**src/rtl/ir_pkg.sv**
```systemverilog
package ir_pkg;

  // Executor chosen by the top bit of the stored instruction word.
  typedef enum logic {
    EXEC_ALU  = 1'b0,
    EXEC_PROC = 1'b1
  } exec_sel_e;

  localparam int NUM_EXEC = 2;

endpackage

```
**src/rtl/ir_word_reg.sv**
```systemverilog
module ir_word_reg #(
  parameter int WORD_W = 5
) (
  input  logic              clk,
  input  logic              rst,
  input  logic              load_en,
  input  logic [WORD_W-1:0] d,
  output logic [WORD_W-1:0] q
);

  logic [WORD_W-1:0] word_q;

  always_ff @(posedge clk) begin
    if (rst) begin
      word_q <= '0;
    end else if (load_en) begin
      word_q <= d;
    end
  end

  assign q = word_q;

  AST_LOAD_CAPTURE: assert property (@(posedge clk) disable iff (rst)
    load_en |=> (q == $past(d)));

  AST_HOLD_IDLE: assert property (@(posedge clk) disable iff (rst)
    !load_en |=> $stable(q));

  AST_RESET_CLEAR: assert property (@(posedge clk) disable iff (rst)
    $past(rst) |-> (q == '0));

endmodule

```
**src/rtl/ir_exec_select.sv**
```systemverilog
module ir_exec_select
  import ir_pkg::*;
#(
  parameter int NEXEC = NUM_EXEC
) (
  input  logic             clk,
  input  logic             rst,
  input  exec_sel_e        sel,
  output logic [NEXEC-1:0] exec_en
);

  // One enable per executor, generated from the selector value.
  for (genvar g = 0; g < NEXEC; g++) begin : g_exec
    assign exec_en[g] = (int'(sel) == g);
  end

  AST_ONE_EXECUTOR: assert property (@(posedge clk) disable iff (rst)
    $countones(exec_en) == 1);

endmodule

```
**src/rtl/ir_code_gate.sv**
```systemverilog
module ir_code_gate #(
  parameter int CODE_W = 4
) (
  input  logic              open_gate,
  input  logic [CODE_W-1:0] code_in,
  output logic [CODE_W-1:0] code_out
);

  // Per-bit cut-off: each bus line is an AND with the write-cycle level.
  for (genvar b = 0; b < CODE_W; b++) begin : g_bit
    assign code_out[b] = code_in[b] & open_gate;
  end

endmodule

```
**src/rtl/instr_dispatch_reg.sv**
```systemverilog
module instr_dispatch_reg
  import ir_pkg::*;
#(
  parameter int CODE_W = 4
) (
  input  logic              clk,
  input  logic              rst,
  input  logic [CODE_W:0]   bus_data,
  input  logic              load_en,
  input  logic              write_cycle,
  output logic              alu_en,
  output logic              proc_en,
  output logic [CODE_W-1:0] instr_bus,
  output logic [CODE_W:0]   ir_view
);

  localparam int WORD_W = CODE_W + 1;
  localparam int SEL_BIT = WORD_W - 1;

  logic [WORD_W-1:0]   word;
  logic [NUM_EXEC-1:0] exec_en;
  exec_sel_e           sel;

  ir_word_reg #(.WORD_W(WORD_W)) u_word (
    .clk     (clk),
    .rst     (rst),
    .load_en (load_en),
    .d       (bus_data),
    .q       (word)
  );

  assign sel = exec_sel_e'(word[SEL_BIT]);

  ir_exec_select #(.NEXEC(NUM_EXEC)) u_sel (
    .clk     (clk),
    .rst     (rst),
    .sel     (sel),
    .exec_en (exec_en)
  );

  ir_code_gate #(.CODE_W(CODE_W)) u_gate (
    .open_gate (write_cycle),
    .code_in   (word[CODE_W-1:0]),
    .code_out  (instr_bus)
  );

  assign alu_en  = exec_en[EXEC_ALU];
  assign proc_en = exec_en[EXEC_PROC];
  assign ir_view = word;

  AST_BUS_OPEN: assert property (@(posedge clk) disable iff (rst)
    write_cycle |-> (instr_bus == ir_view[CODE_W-1:0]));

  AST_BUS_CLOSED: assert property (@(posedge clk) disable iff (rst)
    !write_cycle |-> (instr_bus == '0));

  AST_SEL_TRACK: assert property (@(posedge clk) disable iff (rst)
    proc_en == ir_view[SEL_BIT]);

endmodule

```
**config.mk**
```make
export PLATFORM = sky130hd
export DESIGN_NAME = instr_dispatch_reg
export DESIGN_NICKNAME = d
export VERILOG_FILES = /design/src/rtl/ir_pkg.sv /design/src/rtl/ir_word_reg.sv /design/src/rtl/ir_exec_select.sv /design/src/rtl/ir_code_gate.sv /design/src/rtl/instr_dispatch_reg.sv
export SDC_FILE = /design/constraint.sdc
export NUM_CORES = 1
export LEC_CHECK = 0
export BUFFER_PORTS_ARGS = -buffer_cell sky130_fd_sc_hd__clkbuf_2
export CAP_MARGIN = 10
export CORE_AREA = 2 2 39 41
export DETAILED_ROUTE_END_ITERATION = 8
export DIE_AREA = 0 0 41 43
export GPL_TIMING_DRIVEN = 0
export SLEW_MARGIN = 15
export SYNTH_ARGS = -nofsm -noshare
export SYNTH_HDL_FRONTEND = slang
export SYNTH_SLANG_ARGS = --single-unit
export TNS_END_PERCENT = 5
```
**constraint.sdc**
```tcl
create_clock -name clk -period 0.8 [get_ports clk]
set_input_delay 0.12 -clock clk [delete_from_list [all_inputs] [get_ports clk]]
set_output_delay 0.12 -clock clk [all_outputs]
set_load 0.01 [all_outputs]
```
# [After elaboration in Yosys (flattened, before gate mapping)]
# Cells that the tools add are included.
[word_totals] regBits=5 input_bits=9 word_cells=6
[classes] n_bitwise=5
[op_table] cell="bitwise AND 1 bit" count=4
[op_table] cell="NOT 1 bit" count=1

# [Longest topological paths before layout]
[logic_depth] ltp_word=1 mapped_depth=3 mapped_depth_nobuf=2

# [Modules after synthesis]
# A second synthesis with hierarchy kept.
[hier_totals] hier_cells=22 hier_area_um2=216.5
[by_module_without_submodules] module="ir_word_reg" n_inst=1 cells_each=16 area_per_inst_um2=180.2 seq_area_each_um2=100.1
[by_module_without_submodules] module="ir_code_gate" n_inst=1 cells_each=4 area_per_inst_um2=25.0 seq_area_each_um2=0.0
[by_module_without_submodules] module="ir_exec_select" n_inst=1 cells_each=2 area_per_inst_um2=11.3 seq_area_each_um2=0.0

# [Worst setup path after synthesis]
# No wires, ideal clock.
[synth_timing] path_kind="register -> output" from="reg u_word.word_q[0] (netlist: u_word.q[0])" to="out instr_bus[0]" arrival_time_ns=0.545 required_time_ns=0.680 setup_slack_ns=0.135 stages_incl_launch_ff=2 cell_sequence="dfxtp_1 and2_1"
[synth_between] elab_chain_len=1
[synth_lines] element="from (decl)" line_no="ir_word_reg.sv:11" rtl="logic [WORD_W-1:0] word_q;"
[synth_lines] element="from (signal assigned)" line_no="ir_word_reg.sv:15" rtl="word_q <= '0;"
[synth_lines] element="from (signal assigned)" line_no="ir_word_reg.sv:17" rtl="word_q <= d;"
[synth_lines] element="bitwise AND 1 bit" line_no="ir_code_gate.sv:11" rtl="assign code_out[b] = code_in[b] & open_gate;"
[synth_lines] element="to (decl)" line_no="instr_dispatch_reg.sv:13" rtl="output logic [CODE_W-1:0] instr_bus,"
# Every way passes these cells.

# [Worst setup path in the final report]
# Ends and elaborated chain as after synthesis.

==> impl_metrics.py <==
metrics = {
    "timing": {
        "maxSlewViolCount": 0,
        "slew_headroom_pct": 91.6,
        "setup_violations": 9,
        "skew_ns": 0,
        "fmax_mhz": 1080,
        "fin_crit_ns": 0.927,
        "final_hold_viol_count": 0,
        "fin_ws_ns": -0.127,
        "final.hold.worst_slack_ns": 0.112,
        "fin_crit_sh_pct": 116,
        "rsz0062_at_grt": "true",
        "worstMarginPinSlew_ns": 0.122,
    },
    "logic_synthesis": {
        "yosysTopAreaCell": "dfxtp_1",
        "seq_area_frac_synth_pct": 46.2,
        "muxShareOfSynthArea_pct": 23.1,
        "ys_ff_latch": 5,
        "synthSimpleGateAreaFrac_pct": 20.2,
        "synthXorXnorAreaFrac_pct": 0,
        "synth_area_leaders": "dfxtp_1, mux2i_1, and2_1",
        "synth_compound_area_share_pct": 0,
        "syn-instance-count": 22,
        "synth.avg_cell_area_um2": 9.84,
        "synth_nets": 31,
        "synthAdderAreaFrac_pct": 0,
        "netlist_area_um2": 216,
        "ys_warn_count": 0,
        "netlist.area_leader.share_pct": 46.2,
        "yosysUniqueCellTypes": 7,
        "synth_top_family_by_area": "multiplexers",
    },
    "power": {
        "p_leak_nw": 0.210,
        "peakVddDrop_mv": 0.672,
        "power_density_nw_per_um2": 1800,
        "power.total_w": 0.000688,
    },
    "worst_setup_path": {
        "cp_slowest_cell": "dfxtp_2",
        "cp_slowest_stage_delay_ns": 0.32,
        "r2r_end": "u_word.q[0]",
        "cp.arrival_ns": 0.81,
        "path_max_fanout": 3,
        "crit-reg2reg-launch": "u_word.q[0]",
        "crit_required_ns": 0.68,
        "worstSetupPathType": "flip-flop to output port",
        "path_cells": "and2_4, buf_6",
        "cp-start-kind": "flip-flop",
        "end_kind": "output port",
        "rr_worst_depth": 2,
        "reg2reg_slack_ns": 0.19,
    },
    "floorplanning": {
        "ios": 20,
        "fp.coreArea_um2": 1380,
        "rows": 14,
        "die_w_um": 41,
        "start_util_pct": 15.6,
        "dieHeight_um": 43,
        "die_area_um2": 1760,
    },
    "final_layout": {
        "diodes": 0,
        "drive_gt1_share_pct": 68.2,
        "layout.cells.non_filler": 60,
        "finalCoreUtilization_pct": 27.7,
        "nets": 54,
        "largest_reg_flops": 5,
        "area_growth_pct": 76.9,
    },
    "cts": {
        "clk_pin_slew_ns": 0.04,
        "clock_path_buffers": 2,
        "cts_tree": "yes",
        "htreeDepth": 1,
        "cts-root-buf": "clkbuf_4",
        "cts_setup_buffers": 0,
        "clock-sinks": 5,
        "insertion_delay_ns": 0.24,
        "cts_buffers": 3,
    },
    "flow_run": {
        "cap_violations": 0,
    },
    "worst_hold_path": {
        "hp-start": "rst",
        "hold_path.class": "primary input to flip-flop",
        "hold_path_end": "u_word.q[4]",
        "hold_depth": 2,
    },
    "global_routing": {
        "grt-ovfl-total": 0,
        "grt_max_degree": 6,
        "grt_usage_pct": 7.53,
        "antenna_found_initial": 0,
        "grt_pass1_vias": 204,
        "grt_pass1_wl_um": 793,
    },
    "placed_design": {
        "dp.cells": 56,
        "place.port_buffers": 18,
        "gp_congestion": 0.637,
        "dp_hpwl_um": 436,
    },
    "detailed_routing": {
        "vias_per_cell": 3.77,
        "postRouteAntennaNets": 0,
        "wl_per_cell_um": 9.27,
        "drc": 0,
        "drt_first_pass_iters": 1,
        "drtIter0Drc": 0,
        "vias": 226,
        "wirelength_um": 556,
    },
    "status": {
        "violations": "negative setup slack",
        "status": "finished, violations left",
    },
}
## metal layers
layer / GRT usage, % / share of wire (%) / up-vias
li1: - / - / 111
met1: 6.75 / 37 / 100
met2: 11.3 / 49 / 15
met3: 7.85 / 14 / 0
met4: 2.00 / 0 / 0
met5: 0 / 0 / -
## final cells by class
type / count / area (um2)
plain buffers: 2 / 18.8
well taps: 16 / 20.0
clock buffers: 4 / 26.3
multi-input cells: 14 / 98.8
flip-flops and latches: 5 / 106
inverters: 1 / 3.75
fillers: 154 / 1000
repair buffers: 18 / 109
## how the worst max path moves through the flow
stage	start	slack, ns	end	cells past startpoint
after global placement	u_word.q[0]	0.09	instr_bus[0]	2
final	u_word.q[0]	-0.13	instr_bus[0]	2
after CTS	u_word.q[0]	-0.16	instr_bus[0]	2
after detailed placement	u_word.q[0]	0.08	instr_bus[0]	2
after floorplan	u_word.q[0]	0.13	instr_bus[0]	1
after global routing	u_word.q[0]	-0.18	instr_bus[0]	2
## cell families after synthesis
| group | count (synthesis) |
|---|---|
| AND/OR/NAND/NOR | 9 |
| multiplexers | 5 |
| buffers and inverters | 3 |
| flip-flops | 5 |
## power breakdown
part / internal (W) / switching (W)
Sequential: 0.000268 / 0.0000112
Combinational: 0.0000672 / 0.0000504
Clock: 0.000189 / 0.000102
Total: 0.000524 / 0.000164
## placed cells by master (no fill, tap or decap), drive strengths merged
cell type	n
and2	4
buf	9
clkbuf	15
dfxtp	5
inv	1
mux2i	5
nor2	5
## synth_stat cells (all sizes together)
master and n:
mux2i 5, buf 2, and2 4, dfxtp 5, inv 1, nor2 5
## metrics by stage
| step | setup TNS (ns) | setup WS, ns | instance area [um2] |
|---|---|---|---|
| final | -0.718 | -0.127 | 383 |
| after global routing | -1.11 | -0.175 | 383 |
| after CTS | -0.905 | -0.161 | 359 |
| after detailed placement | 0 | 0.0839 | 327 |
| after global placement | 0 | 0.0903 | 327 |
| after floorplan | 0 | 0.135 | 216 |
## what timing repair did
| item | in CTS | in global routing |
|---|---|---|
| hold buffers | 0 | 0 |
| pin swaps | 0 | 0 |
| setup endpoints to repair | 11 | 11 |
| resized for setup | 5 | 13 |
## critical path, delay by kind of cell, from the launching register on
kind,cells,cell delay [ns]
and+or+nand+nor,1,0.13
buffers and inverters,1,0.11
DFF,1,0.32
Power figures use the tool's default switching activity.
